--- config.mk ---
export PLATFORM = sky130hd
export DESIGN_NAME = hs_seq_ctl
export DESIGN_NICKNAME = d
export VERILOG_FILES = /design/src/rtl/hs_pkg.sv /design/src/rtl/hs_gate.sv /design/src/rtl/hs_deglitch.sv /design/src/rtl/hs_fsm.sv /design/src/rtl/hs_seq_ctl.sv
export SDC_FILE = /design/constraint.sdc
export NUM_CORES = 1
export LEC_CHECK = 0
export ABC_CLOCK_PERIOD_IN_PS = 3800
export BUFFER_PORTS_ARGS = -buffer_cell sky130_fd_sc_hd__buf_2
export CORE_MARGIN = 10
export CORE_UTILIZATION = 40
export DETAILED_ROUTE_END_ITERATION = 8
export GPL_TIMING_DRIVEN = 1
export SYNTH_ARGS = -nofsm -noshare
export SYNTH_HDL_FRONTEND = slang
export SYNTH_SLANG_ARGS = --single-unit
--- constraint.sdc ---
create_clock -name clk -period 3.8 [get_ports clk]
set_input_delay 0.57 -clock clk [delete_from_list [all_inputs] [get_ports clk]]
set_output_delay 0.57 -clock clk [all_outputs]
set_load 0.005 [all_outputs]
--- src/rtl/hs_pkg.sv ---
package hs_pkg;
  typedef enum logic [1:0] {
    ST_OFF = 2'd0,
    ST_INR = 2'd1,
    ST_OPR = 2'd2
  } hs_state_t;
endpackage

--- src/rtl/hs_gate.sv ---
// Merges every condition that must hold the pass switch open.
module hs_gate (
  input  logic uvlo_ok,
  input  logic aux_det,
  input  logic dis_req,
  input  logic over_temp,
  output logic force_off
);
  always_comb force_off = !uvlo_ok || aux_det || dis_req || over_temp;
endmodule

--- src/rtl/hs_deglitch.sv ---
// Counts consecutive overload edges while armed; expire fires on the LIM-th one.
module hs_deglitch #(
  parameter int LIM = 160000,
  parameter int CW  = $clog2(LIM + 1)
) (
  input  logic clk,
  input  logic rst,
  input  logic arm,
  input  logic hi,
  output logic expire
);
  localparam logic [CW-1:0] LAST = CW'(LIM - 1);

  logic [CW-1:0] cnt_q;

  always_comb expire = arm && hi && (cnt_q == LAST);

  always_ff @(posedge clk) begin
    if (rst || !arm || !hi || expire) cnt_q <= '0;
    else                              cnt_q <= cnt_q + 1'b1;
  end
endmodule

--- src/rtl/hs_fsm.sv ---
// State register plus registered outputs taken from the next state.
module hs_fsm
  import hs_pkg::*;
(
  input  logic      clk,
  input  logic      rst,
  input  logic      force_off,
  input  logic      cur_low,
  input  logic      expire,
  output hs_state_t state_o,
  output logic      sw_en,
  output logic      lim_op,
  output logic      cdb_n,
  output logic      inrush_act
);
  hs_state_t st_q, st_d;

  always_comb begin
    st_d = st_q;
    if (force_off) st_d = ST_OFF;
    else begin
      unique case (st_q)
        ST_OFF:  st_d = ST_INR;
        ST_INR:  if (cur_low) st_d = ST_OPR;
        ST_OPR:  if (expire)  st_d = ST_INR;
        default: st_d = ST_OFF;
      endcase
    end
  end

  always_ff @(posedge clk) begin
    if (rst) begin
      st_q       <= ST_OFF;
      sw_en      <= 1'b0;
      lim_op     <= 1'b0;
      cdb_n      <= 1'b0;
      inrush_act <= 1'b1;
    end else begin
      st_q       <= st_d;
      sw_en      <= (st_d != ST_OFF);
      lim_op     <= (st_d == ST_OPR);
      cdb_n      <= (st_d != ST_INR);
      inrush_act <= (st_d == ST_INR);
    end
  end

  always_comb state_o = st_q;
endmodule

--- src/rtl/hs_seq_ctl.sv ---
module hs_seq_ctl
  import hs_pkg::*;
#(
  parameter int DG_CYC = 160000
) (
  input  logic clk,
  input  logic rst,
  input  logic uvlo_ok,
  input  logic i_below90,
  input  logic rtn_high,
  input  logic aux_det,
  input  logic dis_req,
  input  logic over_temp,
  output logic sw_en,
  output logic lim_op,
  output logic cdb_n,
  output logic inrush_act
);
  localparam int CW = $clog2(DG_CYC + 1);

  logic      force_off;
  logic      expire;
  logic      arm;
  hs_state_t state;

  hs_gate u_gate (
    .uvlo_ok   (uvlo_ok),
    .aux_det   (aux_det),
    .dis_req   (dis_req),
    .over_temp (over_temp),
    .force_off (force_off)
  );

  always_comb arm = (state == ST_OPR) && !force_off;

  hs_deglitch #(.LIM(DG_CYC), .CW(CW)) u_dg (
    .clk    (clk),
    .rst    (rst),
    .arm    (arm),
    .hi     (rtn_high),
    .expire (expire)
  );

  hs_fsm u_fsm (
    .clk        (clk),
    .rst        (rst),
    .force_off  (force_off),
    .cur_low    (i_below90),
    .expire     (expire),
    .state_o    (state),
    .sw_en      (sw_en),
    .lim_op     (lim_op),
    .cdb_n      (cdb_n),
    .inrush_act (inrush_act)
  );
endmodule

==> flow_metrics.py, run 1 <==
metrics = {
    "run": {
        "max_cap_viol": 0,
    },
    "place": {
        "io_buffers": 11,
        "gp_routability_congestion": 0.677,
        "placedCellCount": 153,
        "post-dp-hpwl_um": 1460,
    },
    "finish": {
        "layout.cells.most_common": "dfxtp_1",
        "final-seq-area_um2": 480,
        "filler_cell_count": 262,
        "finalCoreUtilization_pct": 46.6,
        "area_growth_syn_to_layout_pct": 10.8,
        "multiInputGateArea_um2": 548,
        "mostFrequentLayoutCells": "dfxtp_1 (24), nor2_1 (16), buf_2 (11)",
        "fin_cells": 157,
        "num_antenna_cells": 0,
        "design.final.nets": 137,
        "drive_above_1_share_pct": 15.7,
    },
    "cts": {
        "clockRootBuffer": "clkbuf_4",
        "clock_insertion_delay_worst_skew_ns": 0.31,
        "cts_hold_repair.buffers": 0,
        "h-tree-depth": 1,
        "numClockSinks": 24,
        "clkTransAtPathRegs_ns": 0.13,
        "cts_buffers": 3,
        "clock_tree.buffer_depth": 2,
        "post-cts-setup-buffers": 0,
        "cts_tree": "built",
        "post_cts_resize_count": 0,
    },
    "floorplanning": {
        "core.rowCount": 18,
        "io-pin-count": 12,
        "die_area_um2": 5080,
        "core_um2": 2500,
        "floorplan.initialDensity_pct": 42.0,
        "die_width_um": 71.3,
        "die_height_um": 71.3,
    },
    "critical_path": {
        "worst-setup-path-type": "register to register",
        "worstSetupStartpoint": "u_dg.cnt_q[0]",
        "ff2ff_setup_slack_ns": 1.71,
        "crit-reg2reg-launch": "u_dg.cnt_q[0]",
        "critical_path.startpoint_type": "register",
        "critPathMaxFanout": 18,
        "critical_path_required_ns": 4.00,
        "critical_path.endpoint_type": "register",
        "worst-endpoint-arrival_ns": 2.29,
    },
    "global_route": {
        "grt_max_degree": 19,
        "groute.usage.overall_pct": 7.68,
        "gr-usage-met2_pct": 13.0,
        "gr-usage-met3_pct": 3.72,
        "busiest_layer": "met2",
        "grt_pass1_vias": 791,
        "antenna_found_initial": 0,
        "globalRoute.totalOverflow": 0,
        "use_met1_pct": 8.19,
        "grt_first_pass_wirelength_um": 3330,
    },
    "pwr": {
        "power.internal_mw": 0.317,
        "totalPowerFinal_mw": 0.397,
        "comb_power_share_pct": 2.2,
        "netSwitchingPower_mw": 0.0802,
        "power.share.clock_pct": 33.9,
        "p_seq_share_pct": 63.9,
        "power.density_cell_area_nw_per_um2": 341,
        "power.ir.vdd_worst_uv": 205,
        "total_leakage_power_nw": 0.366,
        "p_sw_share_pct": 20.2,
    },
    "worst_hold_path": {
        "hp-class": "input pin to register",
        "min-delay-start": "rst",
    },
    "logic_synthesis": {
        "postSynthRegisterBits": 24,
        "synth_cell_types": 32,
        "synth.net_count": 123,
        "post_synth.cell_area_avg_um2": 9.22,
        "yosys_warnings": 0,
        "post_synthesis_instance_area_um2": 1050,
        "yosysSeqAreaShare_pct": 45.7,
        "syn-instance-count": 114,
    },
    "timing": {
        "clock_skew_ns": 0.00294,
        "max_freq_mhz": 478,
        "setup_violations": 0,
        "period_needed_ns": 2.09,
        "worstMarginPinSlew_ns": 0.694,
        "hold_violations": 0,
        "timing.slew.headroom_pct": 53.1,
        "slew_violations": 0,
        "final_cycle_utilization_of_the_critical_path_pct": 55.0,
        "grt_setup_unrepaired": "false",
        "setup-tns-final_ns": 0,
        "hold_ws_ns": 0.434,
    },
    "routing": {
        "route.antenna.remaining_nets": 0,
        "detail_route.wirelength_um": 1980,
        "drt_pass1_iterations": 4,
        "viasPerCell": 5.48,
        "routed-via-count": 861,
        "post_detailed_route_wirelength_per_cell_um": 12.6,
        "drt_first_iter_violations": 22,
        "drt_drc_violations_left": 0,
    },
    "status": {
        "outcome": "finished, final reports clean",
    },
}
==> stage by stage <==
stage	setup slack, ns	area (um^2)
finish	1.71	1160
global route	1.51	1160
CTS	1.71	1160
detailed placement	1.39	1130
global placement	1.50	1130
floorplan	1.75	1050
==> state kept, by name, summed over array words and instances (netlist names) <==
register          count
u_fsm.cdb_n           1
u_dg.cnt_q           18
u_fsm.lim_op          1
u_fsm.sw_en           1
u_fsm.state_o         2
u_fsm.inrush_act      1
==> cell type report <==
type | instances | share of cell area (%)
Clock buffer | 4 | 3.11
Inverter | 2 | 0.644
Multi-Input combinational cell | 86 | 47.0
Sequential cell | 24 | 41.2
Tap cell | 30 | 3.22
Timing Repair Buffer | 11 | 4.73
==> worst paths after layout <==
path,endpoint,cells after the start
worst max-delay path,u_dg.cnt_q[6],5
worst min-delay path,u_fsm.cdb_n,2
worst max register to register,u_dg.cnt_q[6],5
worst min register to register,u_dg.cnt_q[17],2
==> worst max-delay path, stage by stage, from the launching register on <==
cell and delay, ns:
dfxtp_1 0.42, ha_1 0.22, nand3_1 0.16, or4_4 0.60
o2111ai_4 0.47, nor2_1 0.11
==> power by group through the flow <==
| stage | sequential [mW] | clock (mW) | combinational, mW |
|---|---|---|---|
| after floorplan | 0.260 | 0 | 0.00250 |
| after global placement | 0.259 | 0 | 0.00886 |
| after detailed placement | 0.259 | 0 | 0.00894 |
| after CTS | 0.254 | 0.141 | 0.00899 |
| after global routing | 0.254 | 0.151 | 0.00973 |
| final | 0.254 | 0.135 | 0.00883 |
==> synth_stat cells <==
master	number	area, um^2
nor3_1	1	5.00
and2_1	1	6.26
nor4_1	2	12.5
a31oi_1	1	6.26
or4_4	1	11.3
o2111ai_4	1	26.3
a31o_2	1	8.76
and3b_1	1	8.76
or3_1	3	18.8
nand2b_1	1	6.26
and4_2	1	10.0
and2b_1	1	7.51
nand3_1	7	35.0
and2b_2	1	8.76
nand4_1	8	50.1
nor2_1	16	60.1
nand2_1	4	15.0
xor2_1	4	35.0
nand3b_1	1	7.51
dfxtp_1	24	480
ha_1	1	12.5
and3_1	2	12.5
o21ai_0	7	35.0
clkbuf_1	1	3.75
xnor2_1	8	70.1
a21oi_1	7	35.0
or4_1	1	7.51
buf_6	1	11.3
nor4b_1	2	17.5
or4b_1	1	10.0
and4_1	1	8.76
inv_1	2	7.51
==> metal layers <==
| layer | part of all wire [%] | wire length, um |
|---|---|---|
| met3 | 7.1 | 140 |
| met4 | 1.1 | 21 |
| met5 | 0 | 0 |
| met1 | 47 | 931 |
| met2 | 45 | 889 |
==> kinds of logic after synthesis <==
| kind of cell | after synthesis | share of synthesized area, % |
|---|---|---|
| fa+ha+maj | 1 | 1.19 |
| flops | 24 | 45.7 |
| xor+xnor | 12 | 10.0 |
| simple gates | 56 | 30.4 |
| buf+inv | 4 | 2.14 |
| compound gates | 17 | 10.6 |
No activity file was read; power rests on OpenSTA's default activity.
==> run 2, diff against run 1 <==
--- a/config.mk
+++ b/config.mk
@@ -5,7 +5,8 @@
 export SDC_FILE = /design/constraint.sdc
 export NUM_CORES = 1
 export LEC_CHECK = 0
-export ABC_CLOCK_PERIOD_IN_PS = 3800
+export ABC_AREA = 1
+export ABC_CLOCK_PERIOD_IN_PS = 2100
 export BUFFER_PORTS_ARGS = -buffer_cell sky130_fd_sc_hd__buf_2
 export CORE_MARGIN = 10
 export CORE_UTILIZATION = 40
==> constraint.sdc (replaced) <==
create_clock -name clk -period 2.1 [get_ports clk]
set_input_delay 0.315 -clock clk [delete_from_list [all_inputs] [get_ports clk]]
set_output_delay 0.315 -clock clk [all_outputs]
set_load 0.005 [all_outputs]
==> run 2 against run 1 <==
  * Die area up 12%
  * Total power up 100%
  * Sequential share of layout area down 5.8 points
  * Area after synthesis up 17%
  * Count of clock-buffer cells in the layout down 1
  * First-iteration DRC count up 110%
  * Core utilization down 1.4 points
  * Critical path depth up 3
  * Sequential cell count unchanged
  * Final cell count up 41%
  * Largest cell class unchanged
  * Largest power group unchanged
  * Highest routed layer unchanged
==> flow_metrics.py, run 2 <==
metrics = {
    "timing": {
        "slew_violations": 0,
        "worstMarginPinSlew_ns": 0.358,
        "final_cycle_utilization_of_the_critical_path_pct": 73.1,
        "clock_skew_ns": 0.00197,
        "timing.final.ws_setup_ns": 0.565,
        "grt_setup_unrepaired": "false",
        "setup_violations": 0,
        "hold_violations": 0,
        "max_freq_mhz": 652,
        "setup-tns-final_ns": 0,
        "period_needed_ns": 1.53,
        "timing.slew.headroom_pct": 76.2,
    },
    "finish": {
        "max_flop_register": "u_dg.cnt_q",
        "design.final.nets": 199,
        "drive_above_1_share_pct": 20.6,
        "largest_register_ffs": 18,
        "area_growth_syn_to_layout_pct": 10.5,
        "post-route-cell-area_um2": 1360,
        "fin_cells": 222,
        "layout.cells.most_common": "nand2_1",
        "mostFrequentLayoutCells": "nand2_1 (39), inv_1 (33), nor2_1 (25)",
        "num_antenna_cells": 0,
    },
    "routing": {
        "drt_first_iter_violations": 46,
        "routed-via-count": 1048,
        "post_detailed_route_wirelength_per_cell_um": 10.2,
        "viasPerCell": 4.72,
        "detail_route.wirelength_um": 2270,
        "drt_drc_violations_left": 0,
        "drt_pass1_iterations": 4,
        "route.antenna.remaining_nets": 0,
    },
    "critical_path": {
        "critical_path.endpoint_type": "register",
        "critical_path.startpoint_type": "register",
        "cp_cell_sequence": "ha_1 > nand2_1 > nor2_4 > nand2_4 > nor2_4 > nand2_2 > nand2_4 > nor3_1",
        "worst-endpoint-arrival_ns": 1.75,
        "critical_path_required_ns": 2.31,
        "path_buf_inv": 0,
        "critPathMaxFanout": 14,
        "slowest_stage": "dfxtp_1",
        "crit_path_max_incr_delay_ns": 0.41,
        "critPathTopFamily": "simple AND/OR/NAND/NOR gates",
        "worst-setup-path-type": "register to register",
    },
    "pwr": {
        "netSwitchingPower_mw": 0.153,
        "total_leakage_power_nw": 0.585,
        "power.internal_mw": 0.660,
        "comb_power_share_pct": 2.3,
        "totalPowerFinal_mw": 0.814,
        "p_seq_share_pct": 56.4,
        "power.density_cell_area_nw_per_um2": 600,
        "power.ir.vdd_worst_uv": 270,
        "power.share.clock_pct": 41.2,
        "p_sw_share_pct": 18.8,
    },
    "floorplanning": {
        "die_width_um": 75.4,
        "core.rowCount": 20,
        "die_height_um": 75.4,
        "die_area_um2": 5680,
        "io-pin-count": 12,
        "floorplan.initialDensity_pct": 40.9,
        "core_um2": 3000,
    },
    "cts": {
        "numClockSinks": 24,
        "post-cts-setup-buffers": 0,
        "cts_buffers": 3,
        "clockRootBuffer": "clkbuf_4",
        "clock_tree.buffer_depth": 2,
        "h-tree-depth": 1,
        "post_cts_resize_count": 0,
        "cts_hold_repair.buffers": 0,
        "clkTransAtPathRegs_ns": 0.14,
        "clock_insertion_delay_worst_skew_ns": 0.31,
        "cts_tree": "built",
    },
    "logic_synthesis": {
        "yosys_warnings": 0,
        "syn-instance-count": 175,
        "ys.flop_type": "dfxtp_1",
        "synth.most_common_cell": "nand2_1",
        "post_synth.cell_area_avg_um2": 7.01,
        "synth-edff-count": 0,
        "post_synth_main_area_contributors": "dfxtp_1 (39%), nand2_1 (12%), inv_1 (10%)",
        "postSynthRegisterBits": 24,
        "yosysSeqAreaShare_pct": 39.1,
        "synthDominantCellAreaShare_pct": 39.1,
        "synth_cell_types": 21,
        "synth.cells.most_frequent": "nand2_1 (39), inv_1 (33), nor2_1 (25)",
        "synth.net_count": 184,
        "netlist.top_cell.by_area": "dfxtp_1",
        "synth-async-reset-ratio_pct": 0,
        "post_synthesis_instance_area_um2": 1230,
    },
    "global_route": {
        "globalRoute.totalOverflow": 0,
        "grt_first_pass_wirelength_um": 3970,
        "antenna_found_initial": 0,
        "grt_max_degree": 15,
        "grt_pass1_vias": 1003,
        "groute.usage.overall_pct": 8.66,
    },
    "place": {
        "io_buffers": 11,
        "placed_area_um2": 1300,
        "post-dp-hpwl_um": 1840,
        "placedCellCount": 218,
        "dp_worst_setup_slack_ns": 0.570,
        "gp_routability_congestion": 0.824,
    },
    "worst_hold_path": {
        "hp-class": "input pin to register",
    },
    "run": {
        "max_cap_viol": 0,
    },
    "status": {
        "outcome": "finished, final reports clean",
    },
}
-- run 2: cell count changes in the layout (fill, tap and decap cells not counted), moves of 7 or more --
cell     change
nand2_1     +35
xnor2_1      -8
o21ai_0      -7
nor2_2       +8
nor2_1       +9
inv_1       +31
-- run 2: through the flow --
stage                     utilization [%]  hold slack (ns)
final                                45.2            0.174
after global routing                 45.2            0.171
after CTS                            45.2            0.167
after detailed placement             43.4            0.457
after global placement               43.4            0.451
after floorplan                         -            0.384
-- run 2: cell type report --
class	count	area, um^2
clock inverter	1	30.0
multi-input combinational	117	603
inverter	33	124
sequential	24	480
clock buffer	3	22.5
tap	33	41.3
timing repair buffer	11	55.1
fill	314	1650
-- run 2: cells by family (layout without fill, tap and decap cells) --
| kind of cell | after synthesis | count (layout) | share of synthesized area (%) |
|---|---|---|---|
| AOI/OAI and AO/OA | 8 | 8 | 4.49 |
| buffers and inverters | 34 | 48 | 11.7 |
| xor gates and xnor gates | 2 | 2 | 1.43 |
| adders and majority gates | 1 | 1 | 1.02 |
| DFF | 24 | 24 | 39.1 |
| and+or+nand+nor | 106 | 106 | 42.2 |
-- run 2: worst paths after layout --
kind                                     from        endpoint  slack, ns  cells past startpoint
worst max-delay path            u_dg.cnt_q[0]  u_dg.cnt_q[11]       0.57                      8
worst min-delay path                      rst     u_fsm.cdb_n       0.17                      2
worst max register to register  u_dg.cnt_q[0]  u_dg.cnt_q[11]       0.57                      8
worst min register to register  u_dg.cnt_q[0]   u_dg.cnt_q[0]       0.49                      1
-- run 2: routing by layer --
metal / routed length [um] / vias up / GRT usage (%)
met1: 1140 / 472 / 10.5
li1: - / 561 / -
met5: 0 / - / 0
met4: 20 / 0 / 3.30
met2: 1060 / 13 / 14.5
met3: 48 / 2 / 1.95
-- run 2: power by group through the flow --
stage / clock network, mW / logic [mW] / registers, mW
CTS: 0.343 / 0.0192 / 0.459
global placement: 0 / 0.0185 / 0.469
global route: 0.356 / 0.0217 / 0.460
finish: 0.336 / 0.0188 / 0.459
detailed placement: 0 / 0.0193 / 0.469
floorplan: 0 / 0.00716 / 0.470
==> run 3, diff against run 2 <==
--- a/config.mk
+++ b/config.mk
@@ -6,7 +6,7 @@
 export NUM_CORES = 1
 export LEC_CHECK = 0
 export ABC_AREA = 1
-export ABC_CLOCK_PERIOD_IN_PS = 2100
+export ABC_CLOCK_PERIOD_IN_PS = 1200
 export BUFFER_PORTS_ARGS = -buffer_cell sky130_fd_sc_hd__buf_2
 export CORE_MARGIN = 10
 export CORE_UTILIZATION = 40
==> constraint.sdc (replaced) <==
create_clock -name clk -period 1.2 [get_ports clk]
set_input_delay 0.18 -clock clk [delete_from_list [all_inputs] [get_ports clk]]
set_output_delay 0.18 -clock clk [all_outputs]
set_load 0.005 [all_outputs]
==> run 3 against run 2 <==
  * The run now ends with negative setup slack left
  * Core utilization rose by 13 points
  * Total power rose by 55%
  * Sequential power rose by 74%
  * Die area did not move
  * Sequential share of layout area fell by 7.0 points
  * Sequential cell count did not move
==> flow_metrics.py, run 3 (synthesis results as in run 2) <==
metrics = {
    "finish": {
        "design.final.nets": 228,
        "finalCoreUtilization_pct": 57.9,
        "layout.cells.most_common": "nand2_1",
        "max_flop_register": "u_dg.cnt_q",
        "largest_register_ffs": 18,
        "filler_cell_count": 289,
        "multiInputGateArea_um2": 777,
        "drive_above_1_share_pct": 45.0,
        "num_antenna_cells": 0,
        "mostFrequentLayoutCells": "nand2_1 (32), inv_1 (31), buf_4 (28)",
        "final-seq-area_um2": 494,
        "area_growth_syn_to_layout_pct": 41.6,
    },
    "pwr": {
        "power.density_cell_area_nw_per_um2": 725,
        "power.ir.vdd_worst_uv": 418,
        "total_leakage_power_nw": 0.767,
    },
    "timing": {
        "max_freq_mhz": 717,
        "hold_ws_ns": 0.0419,
        "grt_setup_unrepaired": "true",
        "slew_violations": 0,
        "timing.slew.headroom_pct": 80.0,
        "hold_violations": 0,
        "final_cycle_utilization_of_the_critical_path_pct": 116,
        "worstMarginPinSlew_ns": 0.299,
        "timing.final.ws_setup_ns": -0.195,
        "period_needed_ns": 1.40,
        "setup_violations": 24,
        "clock_skew_ns": 0.00971,
    },
    "cts": {
        "clock_insertion_delay_worst_skew_ns": 0.31,
        "clkTransAtPathRegs_ns": 0.12,
        "cts_tree": "built",
        "cts_buffers": 3,
        "clockRootBuffer": "clkbuf_4",
        "numClockSinks": 24,
        "clock_tree.buffer_depth": 2,
        "h-tree-depth": 1,
    },
    "worst_hold_path": {
        "hp-class": "input pin to register",
    },
    "global_route": {
        "globalRoute.totalOverflow": 0,
        "grt_pass1_vias": 1193,
        "grt_max_degree": 15,
        "antenna_found_initial": 0,
        "groute.usage.overall_pct": 10.3,
        "grt_first_pass_wirelength_um": 4730,
    },
    "critical_path": {
        "critical_path.endpoint_type": "register",
        "critPathMaxFanout": 4,
        "critical_path_required_ns": 1.42,
        "worst-setup-path-type": "register to register",
        "ff2ff_setup_slack_ns": -0.20,
        "critical_path.startpoint_type": "register",
        "slowest_stage": "dfxtp_2",
        "crit_path_max_incr_delay_ns": 0.38,
        "cp_cell_sequence": "ha_4 > nand2_4 > nor2_4 > nand2_4 > nor2_4 > nand2_4 > nand2_1 > nand2_1 > nand2_2 > nand2_1",
        "worst-endpoint-arrival_ns": 1.61,
    },
    "status": {
        "failed_checks": "negative setup slack",
        "outcome": "complete, but fails checks",
    },
    "routing": {
        "routed-via-count": 1196,
        "drt_pass1_iterations": 4,
        "post_detailed_route_wirelength_per_cell_um": 11.0,
        "route.antenna.remaining_nets": 0,
        "detail_route.wirelength_um": 2770,
        "drt_drc_violations_left": 0,
        "drt_first_iter_violations": 52,
        "viasPerCell": 4.76,
    },
    "floorplanning": {
        "io-pin-count": 12,
        "die_area_um2": 5680,
        "core_um2": 3000,
        "die_width_um": 75.4,
        "die_height_um": 75.4,
        "floorplan.initialDensity_pct": 40.9,
        "core.rowCount": 20,
    },
    "place": {
        "post-dp-hpwl_um": 2010,
        "gp_routability_congestion": 0.801,
        "io_buffers": 11,
    },
    "run": {
        "max_cap_viol": 0,
    },
}
run 3: area by class of cell:
cell class	count	area share, %
Timing Repair Buffer	39	15.3
Inverter	33	7.13
Tap cell	33	2.38
Sequential cell	24	28.4
Multi-Input combinational cell	118	44.7
Clock buffer	4	2.09
run 3: critical path, delay by kind of cell, from the launching register on:
family / cells / cell delay, ns
adder cells (fa/ha/maj): 1 / 0.15
AND/OR/NAND/NOR: 9 / 0.77
flip-flops: 1 / 0.38
run 3: stage by stage:
step | instances | total power, mW | TNS, ns | area, um^2 | setup slack (ns)
global placement | 237 | 0.852 | -3.04 | 1470 | -0.170
CTS | 247 | 1.28 | -2.82 | 1630 | -0.157
finish | 251 | 1.26 | -2.92 | 1740 | -0.195
floorplan | 175 | 0.832 | -1.26 | 1250 | -0.114
global route | 251 | 1.33 | -4.86 | 1740 | -0.277
detailed placement | 237 | 0.854 | -4.16 | 1470 | -0.235
run 3: final timing paths:
path	from	endpoint	cells after the start
max	u_dg.cnt_q[1]	u_fsm.sw_en	10
min	rst	u_fsm.cdb_n	2
max reg2reg	u_dg.cnt_q[1]	u_fsm.sw_en	10
min reg2reg	u_dg.cnt_q[16]	u_dg.cnt_q[16]	2
run 3: report_power, final:
part / switching [mW] / leakage [nW] / total (mW) / internal (mW)
combinational: 0.0201 / 0.547 / 0.0380 / 0.0179
clock: 0.238 / 0.0210 / 0.423 / 0.185
sequential: 0.00136 / 0.198 / 0.798 / 0.797
total: 0.259 / 0.767 / 1.26 / 1.00
run 3: timing repair:
action / in CTS / in global routing
endpoints found under the setup margin: 24 / 24
setup buffers: 7 / 3
cloned: 0 / 1
resized for setup: 17 / 24
pin swaps: 5 / 9
hold buffers: 0 / 0
run 3: routing by layer:
metal	track usage, %	wire length [um]
met1	11.2	1210
met2	19.4	1410
met3	2.47	126
met4	2.47	23
met5	0	0
